### src/rtl/seg_xlate_pkg.sv
package seg_xlate_pkg;

   typedef enum logic [1:0] {
      XK_BYPASS  = 2'd0,
      XK_SEGMENT = 2'd1,
      XK_PAGE    = 2'd2
   } xlate_kind_e;

   typedef struct packed {
      logic seg_hit;
      logic page_req;
      logic full_perm;
   } xlate_flags_t;

   localparam int FLAGS_W = 3;

endpackage

### src/rtl/seg_base_pick.sv
module seg_base_pick #(
   parameter int SEG_W = 4,
   parameter int REG_W = 32
) (
   input  logic [SEG_W-1:0] seg,
   input  logic [REG_W-1:0] base_lo,
   input  logic [REG_W-1:0] base_hi,
   output logic [SEG_W-1:0] base
);
   localparam int NSEG = 1 << SEG_W;
   localparam int HALF = NSEG / 2;

   if (HALF * SEG_W != REG_W) begin : g_bad_pack
      $error("seg_base_pick: base registers must hold exactly half the segment nibbles");
   end

   logic [SEG_W-1:0] nib_tbl [NSEG];

   for (genvar i = 0; i < HALF; i++) begin : g_unpack
      assign nib_tbl[i]        = base_lo[i*SEG_W +: SEG_W];
      assign nib_tbl[i + HALF] = base_hi[i*SEG_W +: SEG_W];
   end

   assign base = nib_tbl[seg];

endmodule

### src/rtl/seg_classify.sv
module seg_classify
   import seg_xlate_pkg::*;
(
   input  logic        xlat_on,
   input  logic        user_mode,
   input  logic        seg_en_bit,
   output xlate_kind_e kind
);
   always_comb begin
      if (!xlat_on)
         kind = XK_BYPASS;
      else if (seg_en_bit && !user_mode)
         kind = XK_SEGMENT;
      else
         kind = XK_PAGE;
   end
endmodule

### src/rtl/seg_out_stage.sv
module seg_out_stage #(
   parameter int W       = 35,
   parameter bit REG_OUT = 1'b0
) (
   input  logic         clk,
   input  logic         rst_n,
   input  logic [W-1:0] d,
   output logic [W-1:0] q
);
   if (W < 1) begin : g_bad_w
      $error("seg_out_stage: width must be positive");
   end

   if (REG_OUT) begin : g_reg
      always_ff @(posedge clk or negedge rst_n) begin
         if (!rst_n) q <= '0;
         else        q <= d;
      end


      reg_lag_chk: assert property (@(posedge clk) disable iff (!rst_n)
         rst_n |=> (q == $past(d)));
   end else begin : g_pass
      assign q = d;


      pass_same_chk: assert property (@(posedge clk) disable iff (!rst_n)
         q == d);
   end
endmodule

### src/rtl/seg_xlate_top.sv
module seg_xlate_top
   import seg_xlate_pkg::*;
#(
   parameter int ADDR_W  = 32,
   parameter int SEG_W   = 4,
   parameter int CFG_W   = 2,
   parameter bit REG_OUT = 1'b0
) (
   input  logic                     clk,
   input  logic                     rst_n,
   input  logic [ADDR_W-1:0]        vaddr,
   input  logic                     user_mode,
   input  logic [CFG_W-1:0]         xlat_cfg,
   input  logic [(1<<SEG_W)-1:0]    seg_enable,
   input  logic [ADDR_W-1:0]        base_lo,
   input  logic [ADDR_W-1:0]        base_hi,
   output logic [ADDR_W-1:0]        paddr,
   output logic                     seg_hit,
   output logic                     page_req,
   output logic                     full_perm
);
   localparam int OFS_W = ADDR_W - SEG_W;
   localparam int OUT_W = ADDR_W + FLAGS_W;

   if (SEG_W < 2 || OFS_W < 1) begin : g_bad_seg
      $error("seg_xlate_top: segment field does not fit the address");
   end
   if (CFG_W < 1) begin : g_bad_cfg
      $error("seg_xlate_top: configuration needs at least one bit");
   end

   logic [SEG_W-1:0]  seg_num;
   logic [SEG_W-1:0]  seg_base;
   logic              xlat_on;
   xlate_kind_e       kind;
   logic [ADDR_W-1:0] paddr_c;
   xlate_flags_t      flags_c;
   xlate_flags_t      flags_q;

   assign seg_num = vaddr[ADDR_W-1 -: SEG_W];
   assign xlat_on = |xlat_cfg;

   seg_base_pick #(.SEG_W(SEG_W), .REG_W(ADDR_W)) u_pick (
      .seg     (seg_num),
      .base_lo (base_lo),
      .base_hi (base_hi),
      .base    (seg_base)
   );

   seg_classify u_cls (
      .xlat_on    (xlat_on),
      .user_mode  (user_mode),
      .seg_en_bit (seg_enable[seg_num]),
      .kind       (kind)
   );

   always_comb begin
      unique case (kind)
         XK_BYPASS: begin
            paddr_c = vaddr;
            flags_c = '{seg_hit: 1'b0, page_req: 1'b0, full_perm: 1'b1};
         end
         XK_SEGMENT: begin
            paddr_c = {seg_base, vaddr[OFS_W-1:0]};
            flags_c = '{seg_hit: 1'b1, page_req: 1'b0, full_perm: 1'b1};
         end
         default: begin
            paddr_c = '0;
            flags_c = '{seg_hit: 1'b0, page_req: 1'b1, full_perm: 1'b0};
         end
      endcase
   end

   seg_out_stage #(.W(OUT_W), .REG_OUT(REG_OUT)) u_out (
      .clk   (clk),
      .rst_n (rst_n),
      .d     ({paddr_c, flags_c}),
      .q     ({paddr, flags_q})
   );

   assign seg_hit   = flags_q.seg_hit;
   assign page_req  = flags_q.page_req;
   assign full_perm = flags_q.full_perm;


   bypass_ident_chk: assert property (@(posedge clk) disable iff (!rst_n)
      (xlat_cfg == '0) |-> (paddr_c == vaddr && flags_c.full_perm
                            && !flags_c.seg_hit && !flags_c.page_req));


   one_route_chk: assert property (@(posedge clk) disable iff (!rst_n)
      $onehot0({flags_c.seg_hit, flags_c.page_req}));


   user_page_chk: assert property (@(posedge clk) disable iff (!rst_n)
      (xlat_on && user_mode) |-> (flags_c.page_req && paddr_c == '0
                                  && !flags_c.full_perm));


   seg_tail_chk: assert property (@(posedge clk) disable iff (!rst_n)
      flags_c.seg_hit |-> (paddr_c[OFS_W-1:0] == vaddr[OFS_W-1:0]));


   seg_perm_chk: assert property (@(posedge clk) disable iff (!rst_n)
      flags_c.seg_hit |-> flags_c.full_perm);

endmodule

### config.mk
export PLATFORM = sky130hd
export DESIGN_NAME = seg_xlate_top
export DESIGN_NICKNAME = d
export VERILOG_FILES = /design/src/rtl/seg_xlate_pkg.sv /design/src/rtl/seg_base_pick.sv /design/src/rtl/seg_classify.sv /design/src/rtl/seg_out_stage.sv /design/src/rtl/seg_xlate_top.sv
export SDC_FILE = /design/constraint.sdc
export NUM_CORES = 1
export LEC_CHECK = 0
export ABC_AREA = 0
export BUFFER_PORTS_ARGS = -buffer_cell sky130_fd_sc_hd__buf_2
export CAP_MARGIN = 20
export CELL_PAD_IN_SITES_DETAIL_PLACEMENT = 0
export CELL_PAD_IN_SITES_GLOBAL_PLACEMENT = 1
export CORE_MARGIN = 5
export CORE_UTILIZATION = 16
export DETAILED_ROUTE_END_ITERATION = 10
export MAX_ROUTING_LAYER = met4
export PLACE_DENSITY = 0.81
export SYNTH_ARGS = -nofsm -noshare
export SYNTH_HDL_FRONTEND = slang
export SYNTH_SLANG_ARGS = --single-unit
### constraint.sdc
create_clock -name vclk -period 1.3
set_input_delay 0 -clock vclk [all_inputs]
set_output_delay 0 -clock vclk [all_outputs]
set_load 0.02 [all_outputs]
==> impl.org, run 1 <==
** Status
- Outcome :: finished, violations left
- The checks that failed: setup timing.

** Critical path
- Crit path max fanout :: 15
- STA classifies the critical path startpoint as a primary input.
- Data arrives at the worst endpoint at between 1500 and 2000 ps.
- By startpoint and endpoint, the worst setup path is classified as in2out.
- STA classifies the critical path endpoint as a primary output.
- CP required :: ~1300 ps

** Logic synthesis
- Part of the Yosys area used for sequential elements :: 0%
- For this run, the number of Yosys warnings is 0.
- Synthesized net count :: 222
- Cell count after synthesis :: ~110
- Of the post-synthesis cell area, the dominant cell type holds 42.1%.
- The synthesized netlist contains 22 unique library cells.
- Avg Synthesized Cell Area :: roughly 9.2 um^2
- Of all cell types, the one taking the most synthesized area is sky130_fd_sc_hd__mux4_2.
- Summing every instance area after synthesis gives around 960 um^2.
- Leading post-synthesis cells by cell area :: sky130_fd_sc_hd__mux4_2 (42%), sky130_fd_sc_hd__and2_1 (19%), sky130_fd_sc_hd__buf_6 (7.0%)

** Timing
- At the pin with the least slew margin, the transition time is approximately 330 ps.
- Of the available clock period, the critical path in the final layout requires 119%.
- Setup repair after global routing could not meet its margin everywhere.
- Setup violations remaining at the end of the flow were counted as 35.
- Normalized max-slew margin :: between 70 and 80%
- Counting I/O delays and the setup requirement, the final critical path takes about 1500 ps.
- The total count of hold-check failures in the final report was 0.
- Max frequency :: about 650 MHz
- The number of pins with negative max-slew slack in the final report was 0.
- Worst path setup slack after routing :: -245 ps

** Drt
- Count of nets left with antenna violations after detail routing :: 0
- Average vias per placed instance :: approximately 4.4
- In the final routed layout, each cell accounts on average for approximately 15 um.
- Final routed DRC violation total :: 0
- The first TritonRoute pass finished after 3 iterations.
- Sum of routed wire length over all layers :: about 4900 um
- Violation count after the first detailed-routing iteration :: 30
- Total via count in the routed design :: 1465

** Floorplanning
- Floorplan die area :: around 0.0077 mm^2
- 152 I/O pins were placed.
- Core Box Area :: approximately 0.0059 mm^2
- The initial utilization of the core area, before any placement, comes to about 16%.
- Placement row count :: 28
- Die width :: between 80 and 90 um
- The die is just under 90 um tall.

** Global route
- Summed over all layers, the global routing overflow is 0.
- Via count of the first global-routing pass :: 1567
- The initial antenna violation count came to 0.
- Global-route usage over all layers :: between 10% and 20%
- Wire length of the first global-routing pass :: around 7400 um
- Entering global routing, the biggest net connects 16 pins.

** Finish
- The repair_antennas step left the layout with diodes totalling 0.
- Number of clock buffers in the layout :: 0
- The final layout contains approximately 380 nets.
- The top cell types in the final layout, fill and taps aside, are sky130_fd_sc_hd__buf_2 (127), sky130_fd_sc_hd__buf_6 (21), sky130_fd_sc_hd__and2_4 (20).
- Summing all flip-flop and latch instances after layout gives 0 um^2.
- The library cell used most frequently in the layout, excluding fill and tap cells, is sky130_fd_sc_hd__buf_2.
- The post-route netlist has between 80 and 90% of its cells at a drive strength greater than 1.
- Layout overhead on the synthesized area :: 122%
- Non-filler cells, final :: approximately 340
- There are 0 flip-flops and latches.

** Place
- The congestion estimate from routability-driven global placement came to between 0.8 and 0.9.
- Number of instances in the placed design :: 330
- Detailed placement ended at an HPWL of approximately 4200 um.
- During placement, the flow inserted port buffers numbering 150.

** Power and ir drop
- Leakage power total :: ~1.1 nW
- VDD sags by at most 0.000169 V.
- In this run the power density over the cells is roughly 420 mW/mm^2.
- Post-route total power :: 0.899 mW

** Run
- The tool flagged a number of max-cap violations equal to 0.

** Worst hold path
- The tightest min-delay check is of the in2out type.
- Along the worst hold path, the cell count comes to 3.
## routing by layer
metal | global-route usage [%] | vias to the layer above | share of wire (%)
met5 | - | - | 0
met4 | 0.697 | 0 | 0.43
met3 | 1.51 | 2 | 9.7
met1 | 14.1 | 673 | 36
li1 | - | 712 | -
met2 | 23.4 | 78 | 53
## worst max-delay path, cell delays in order
cell,delay (ps)
sky130_fd_sc_hd__buf_12,110
sky130_fd_sc_hd__mux4_2,330
sky130_fd_sc_hd__nor2_2,40
sky130_fd_sc_hd__or4_4,560
sky130_fd_sc_hd__nand3_4,200
sky130_fd_sc_hd__and2_2,160
sky130_fd_sc_hd__buf_4,130
## worst paths after layout
| path | from | endpoint | slack (ps) |
|---|---|---|---|
| worst min-delay path | vaddr[14] | paddr[14] | 310 |
| worst max-delay path | vaddr[28] | paddr[27] | -240 |
## kinds of logic (layout without fill, tap and decap cells)
group,after synthesis,in the layout,share of synthesized area (%)
multiplexers,23,23,47.8
AND/OR/NAND/NOR,55,57,31.8
AO/OA/AOI/OAI,11,11,9.09
buffers and inverters,16,169,11.3
## report_power, final
part	switching [mW]	internal, mW
clock	0	0
sequential	0	0
combinational	0.386	0.513
total	0.386	0.513
## metrics by stage
stage	setup TNS [ps]	worst slack, ps	area, um^2	utilization, %	hold WS, ps
final	-7490	-245	2140	36.4	306
after global placement	-12570	-408	1900	32.3	332
after CTS	-7870	-275	2110	35.9	305
after detailed placement	-13410	-421	1900	32.3	334
after floorplan	-2640	-87.6	1070	-	153
after global routing	-10220	-338	2140	36.4	315
## synthesized netlist by cell type, drive strengths merged
| master | instances |
|---|---|
| and2 | 29 |
| mux4 | 18 |
| buf | 10 |
| nor2 | 9 |
| nand3 | 8 |
| nand2 | 6 |
| inv | 5 |
| a22oi | 4 |
| mux2 | 4 |
| a31o | 3 |
| a311o | 1 |
| a32oi | 1 |
| clkbuf | 1 |
| mux2i | 1 |
| nand2b | 1 |
| o21ai | 1 |
| o22ai | 1 |
| or2 | 1 |
| or4 | 1 |
## layout make-up
| class | instances | area (um^2) |
|---|---|---|
| fillers | 606 | 3750 |
| inverters | 5 | 18.8 |
| multi-input cells | 91 | 997 |
| well taps | 75 | 93.8 |
| repair buffers | 164 | 1030 |
## repair_timing
item | in CTS | in global routing
pin swaps | 9 | 3
setup endpoints to repair | 35 | 35
resized for setup | 57 | 5
setup buffers | 2 | 1
cloned | 2 | 0
hold buffers | 0 | 0
Note: power is estimated with default switching activity, not from simulation.
==> inputs of run 2 (changes only) <==
- TNS_END_PERCENT: not set -> 50
==> run 2 against run 1 <==
The run still ends with setup timing left. Global-route usage shrank 0.91 points. Cell area shrank 3.2%. Setup slack gained 1.5 ps. Combinational power shrank 4.3%. Die area is the same. Sequential share of layout area is the same. Largest power group unchanged. Highest routed layer unchanged.
==> impl.org, run 2 (synthesis gave the netlist of run 1 again) <==
** Status
- The run finished, with violations left.
- Failing checks :: setup timing

** Power and ir drop
- Combinational group share of total power :: 100.0%
- In this run, flip-flops and latches consume 0% of the power.
- Power spent charging and discharging nets :: roughly 0.37 mW
- Leakage power total :: ~1.1 nW
- Cell internal power was estimated by the tool at 0.489 mW.
- IR analysis of the VDD net gives a maximum drop of between 0.00015 and 0.0002 V.
- Fraction of power spent switching nets :: 43.2%
- Part of the power in the clock network :: 0%
- Power spread over the standard cell area amounts to 415 mW/mm^2.

** Worst hold path
- The worst hold path terminates at paddr[12].
- Hold path startpoint :: vaddr[12]
- The worst hold path belongs to the class in2out.
- Cell count of the worst hold path :: 3

** Critical path
- Ordered cell list for the critical path :: buf_12 -> buf_12 -> buf_12 -> mux2i_1 -> a311o_2 -> buf_4 -> a32oi_1 -> mux2_4 -> buf_6
- STA classifies the critical path startpoint as a primary input.
- CP required :: ~1300 ps
- Number of buffers and inverters on the critical path :: 5
- Nature of the critical path endpoint :: primary output
- Most frequent CP cell :: sky130_fd_sc_hd__buf_12
- STA puts the critical path data arrival time at about 1500 ps.
- Path type of the worst setup path :: in2out
- CP top delay family :: buffers and inverters
- Slowest stage cell on the critical path :: sky130_fd_sc_hd__a311o_2
- Crit path max fanout :: 13
- On the worst path, the slowest cell contributes a delay of about 440 ps.

** Drt
- The first TritonRoute pass finished after 4 iterations.
- Final routed DRC violation total :: 0
- Average wire per cell in the routed design :: between 10 and 15 um
- Wires add up to roughly 4800 um.
- After the first detailed-routing iteration, the DRC count stood at 19.
- Total via count in the routed design :: 1430
- Count of nets left with antenna violations after detail routing :: 0
- Average vias per placed instance :: 4.29

** Timing
- Across all setup checks in the final design, the least slack found is -243 ps.
- For the finished layout, the period the worst path requires is between 1500 and 2000 ps.
- Share of the clock period used by the worst path after layout :: 119%
- Measured against its own limit, the worst slew margin works out to just under 80%.
- Setup total negative slack :: -7400 ps
- Setup violations remaining at the end of the flow were counted as 35.
- Final hold violations :: 0
- On the final layout, the worst hold slack is 302 ps.
- For this run, the top clock speed supported by timing is ~650 MHz.
- Setup repair after global routing could not meet its margin everywhere.
- Max-slew violations :: 0
- Worst-Margin Slew :: 332 ps

** Place
- OpenSTA, run right after detailed placement, puts the worst setup slack at -430 ps.
- Final GP Congestion :: between 0.7 and 0.8
- The count of buffers added on input and output ports is 150.
- Post-detailed-placement cell area :: 0.00191 mm^2
- Detailed placement finished with a half-perimeter wire length of 4080 um.

** Floorplanning
- Placement row count :: 28
- The die is about 88 um wide.
- In this run the count of I/O pins placed on the die edge is roughly 150.
- Height of the die :: ~88 um
- The initial utilization of the core area, before any placement, comes to between 10% and 20%.
- The core region is 0.00589 mm^2.
- Floorplan die area :: 0.00767 mm^2

** Finish
- Share of final-layout standard cells stronger than drive strength 1 :: between 80% and 90%
- Counting the clock-network buffers in the layout gives 0.
- The sequential cells in the finished layout cover a total of 0 um^2.
- # nets final :: around 380
- Summed area of non-filler cells in the final layout :: approximately 0.0021 mm^2
- Most used cells in the layout excluding fill and tap cells :: sky130_fd_sc_hd__buf_2 (119), sky130_fd_sc_hd__buf_4 (36), sky130_fd_sc_hd__mux4_2 (18)
- Most common cell after layout, fill and taps aside :: sky130_fd_sc_hd__buf_2
- Num sequential :: 0
- Total inserted antenna cells :: 0
- Relative to the synthesized area, the layout overhead comes to 115%.

** Global route
- Remaining Overflow, GRT :: 0
- The first global-routing pass estimated between 6000 and 7000 um of wire.
- The number of global-route vias before repair was about 1500.
- Initial antenna violation count :: 0
- Pin count of the biggest net entering global routing :: 17
- In the global route stage, overall resource usage came out at 11.3%.

** Run
- Across the run, the number of max-cap violations was 0.
[run 2: changes by cell type in the layout (fill, tap and decap cells not counted)]
| cell | change |
|---|---|
| sky130_fd_sc_hd__o21ai_2 | -1 |
| sky130_fd_sc_hd__nor2_1 | +2 |
| sky130_fd_sc_hd__and2_4 | -8 |
| sky130_fd_sc_hd__nand3_2 | -1 |
| sky130_fd_sc_hd__buf_4 | +23 |
| sky130_fd_sc_hd__buf_2 | -8 |
| sky130_fd_sc_hd__nor2_2 | -2 |
| sky130_fd_sc_hd__buf_6 | -17 |
| sky130_fd_sc_hd__and2_2 | +8 |
| sky130_fd_sc_hd__o21ai_0 | +1 |
| sky130_fd_sc_hd__buf_12 | +1 |
[run 2: worst max-delay path by stage]
stage | slack (ps) | to | startpoint | cells past startpoint
final | -240 | paddr[29] | vaddr[28] | 9
after global routing | -310 | page_req | vaddr[28] | 8
after CTS | -260 | paddr[29] | vaddr[28] | 9
after detailed placement | -430 | paddr[6] | vaddr[28] | 7
after global placement | -420 | paddr[29] | vaddr[28] | 7
after floorplan | -90 | paddr[10] | vaddr[28] | 7
[run 2: worst min-delay path, delay by kind of cell]
family / cells / cell delay, ps
AND/OR/NAND/NOR: 1 / 120
buffers and inverters: 2 / 180
[run 2: cell type report]
type | count | area (um^2)
Fill cell | 627 | 3810
Inverter | 5 | 18.8
Multi-Input combinational cell | 90 | 968
Tap cell | 75 | 93.8
Timing Repair Buffer | 163 | 991
[run 2: metal layers]
metal	vias up	part of all wire (%)	track usage [%]
li1	702	-	-
met1	630	39	13.8
met2	96	50	21.4
met3	2	10	0.753
met4	0	0.29	0.418
met5	-	0	-
[run 2: per-stage QoR]
stage                     total power, mW  std cells  util (%)
final                               0.860        333      35.2
after global routing                0.927        333      35.2
after CTS                           0.868        333      35.1
after detailed placement            0.783        330      32.4
after global placement              0.769        330      32.4
after floorplan                     0.490        105         -
[run 2: what timing repair did]
action | in CTS | in global routing
pin swaps | 3 | 2
gates resized for setup | 41 | 2
hold endpoints to repair | 0 | 0
hold buffers | 0 | 0
buffers inserted | 2 | 0
endpoints found under the setup margin | 35 | 35
cloned | 1 | 0
[run 2: power groups by stage]
stage	sequential [mW]	clock [mW]	combinational (mW)
after floorplan	0	0	0.490
after global placement	0	0	0.769
after detailed placement	0	0	0.783
after CTS	0	0	0.868
after global routing	0	0	0.927
final	0	0	0.860
==> inputs of run 3 (changes only) <==
- SKIP_LAST_GASP: not set -> 1
==> run 3 against run 2 <==
The run still ends with setup timing left. Cell area is 0.97% lower. Sequential cell count stayed put. Non-clock buffer count is 1 higher. Count of clock-buffer cells in the layout stayed put. Core utilization is 0.34 points lower. Power is 1.1% lower. Setup slack worse by 32 ps. Critical path depth stayed put. Global-route usage is 0.26 points lower. Wire length is 2.4% higher. Worst hold slack worse by 0.93 ps. Largest cell class is now multi-input gates. Largest power group unchanged.
==> impl.org, run 3 (synthesis gave the netlist of run 1 again) <==
** Drt
- In this run the remaining antenna-violating nets after routing total 0.
- Total via count in the routed design :: between 1000 and 1500
- For this run, design rule violations remaining after detail routing come to 0.
- In this run, the number of DRC markers left after iteration 0 of detailed routing was 15.
- Average wire per cell in the routed design :: 14.5 um
- After detailed routing, the total wire length is between 4000 and 5000 um.
- The pre-antenna-repair detailed-routing pass consisted of 4 iterations.
- Using the TritonRoute via totals, the vias-per-cell ratio works out to 4.30.

** Timing
- Worst hold slack :: around 300 ps
- Worst path setup slack after routing :: -275 ps
- The number of pins with negative max-slew slack in the final report was 0.
- Static timing analysis puts the maximum clock frequency at approximately 630 MHz.
- Minimum clock period :: about 1600 ps
- Setup violations remaining at the end of the flow were counted as 35.
- Final hold violations :: 0
- Worst-Margin Slew :: approximately 340 ps
- Normalized max-slew margin :: approximately 77%
- Share of the clock period used by the worst path after layout :: 121%
- Setup repair after global routing could not meet its margin everywhere.

** Power and ir drop
- Power spent charging and discharging nets :: 0.376 mW
- Power density over the cells :: 415 mW/mm^2
- The share of total power dissipated in the clock network is 0%.
- Fraction of power spent switching nets :: about 44%
- Summed over all cells, the static leakage comes to 1.12 nW.
- Combinational group share of total power :: 100.0%
- Internal power summed over all cells :: approximately 0.47 mW
- Of the total power, registers draw 0%.
- Largest vdd supply drop :: between 0.00015 and 0.0002 V

** Status
- Outcome :: finished, violations left
- Failing checks :: setup timing

** Global route
- The number of global-route vias before repair was ~1500.
- Met1 usage in global routing :: between 10% and 20%
- Global routing consumed, on the met3 layer, less than 1% of the routing resources.
- Pin count of the biggest net entering global routing :: 17
- Remaining Overflow, GRT :: 0
- met2 is the most crowded layer.
- Global-route usage over all layers :: ~11%
- The first global-routing pass estimated 6650 um of wire.
- Met2 track demand over resource in global routing :: 20.8%
- Initial antenna violation count :: 0

** Finish
- Most used cells in the layout excluding fill and tap cells :: sky130_fd_sc_hd__buf_2 (141), sky130_fd_sc_hd__mux4_2 (18), sky130_fd_sc_hd__and2_4 (18)
- Sequential cells placed in the final layout were counted as 0.
- Share of final-layout standard cells stronger than drive strength 1 :: roughly 87%
- Total inserted antenna cells :: 0
- Filler cell count :: around 640
- The library cell used most frequently in the layout, excluding fill and tap cells, is sky130_fd_sc_hd__buf_2.
- Layout overhead on the synthesized area :: 113%
- Counting the clock-network buffers in the layout gives 0.
- Across the whole layout, storage elements account for 0 um^2.
- After the last flow step, the layout net total stands at approximately 380.
- Cells fill about a third of the core in the end.

** Critical path
- For this design, the slowest cell found on the critical path is sky130_fd_sc_hd__a311o_2.
- For this run, the slowest stage of the critical path takes roughly 470 ps.
- Traced cell by cell, the critical path runs through buf_12 -> buf_12 -> buf_12 -> mux2i_1 -> a311o_2 -> buf_4 -> a32oi_1 -> mux2_4 -> buf_6.
- Data on the critical path arrives at its endpoint at about 1600 ps.
- CP startpoint kind :: primary input
- At the worst endpoint, the required time is about 1300 ps.
- In this design, the critical path's most frequently occurring cell is sky130_fd_sc_hd__buf_12.
- Of all nets on the critical path, the largest fanout is 13.
- Path type of the worst setup path :: in2out
- STA classifies the critical path endpoint as a primary output.

** Floorplanning
- Die width :: ~90 um
- The floorplan step defined a die boundary enclosing between 0.007 and 0.008 mm^2.
- Once the floorplan was initialized, standard cells occupied between 15 and 20% of the core.
- Height of the die :: a little under 90 um
- Placement row count :: 28
- about 150 I/O pins were placed.
- Core Box Area :: a little under 0.006 mm^2

** Place
- Final GP Congestion :: ~0.7
- Number of input and output port buffers inserted :: 150
- HPWL after DPL :: 4080 um

** Clock tree
- Total of hold buffers inserted after clock tree synthesis :: 0

** Run
- Across the run, the number of max-cap violations was 0.

** Worst hold path
- In this run the worst hold path is classified as in2out.
run 3: layer usage:
| metal | vias to the layer above | routed length (um) |
|---|---|---|
| li1 | 710 | - |
| met1 | 634 | 1950 |
| met2 | 96 | 2430 |
| met3 | 2 | 469 |
| met4 | 0 | 14 |
| met5 | - | 0 |
run 3: repair_timing:
action                                  4_1_cts  5_1_grt
endpoints found under the hold margin         0        0
buffers inserted                              2        1
resized for setup                             7       23
endpoints found under the setup margin       35       35
cloned                                        1        1
pin swaps                                     3        4
run 3: final cells by class:
class	count	area [um^2]	share of cell area, %
inverters	5	18.8	0.915
multi-input cells	91	981	47.8
repair buffers	164	958	46.7
well taps	75	93.8	4.57
run 3: final timing paths:
| kind | startpoint | to | slack (ps) | cells after the start |
|---|---|---|---|---|
| min | vaddr[22] | paddr[22] | 300 | 3 |
| max | vaddr[28] | paddr[29] | -280 | 9 |
run 3: worst max-delay path, delay by kind of cell:
family	cells	cell delay (ps)
AOI/OAI and AO/OA	2	620
muxes	2	290
buffers and inverters	5	660
run 3: power groups by stage:
stage	Sequential, mW	Combinational, mW	Clock [mW]
2_1_floorplan	0	0.490	0
3_3_place_gp	0	0.769	0
3_5_place_dp	0	0.783	0
4_1_cts	0	0.815	0
5_1_grt	0	0.917	0
6_report	0	0.851	0
run 3: metrics by stage:
stage          power, mW  instance area, um^2  setup WS [ps]  TNS (ps)  cells
2_1_floorplan      0.490                 1060          -87.9     -2670    105
3_3_place_gp       0.769                 1910           -421    -12680    330
3_5_place_dp       0.783                 1910           -430    -14460    330
4_1_cts            0.815                 1970           -267     -9020    333
5_1_grt            0.917                 2050           -335    -10570    335
6_report           0.851                 2050           -275     -7850    335
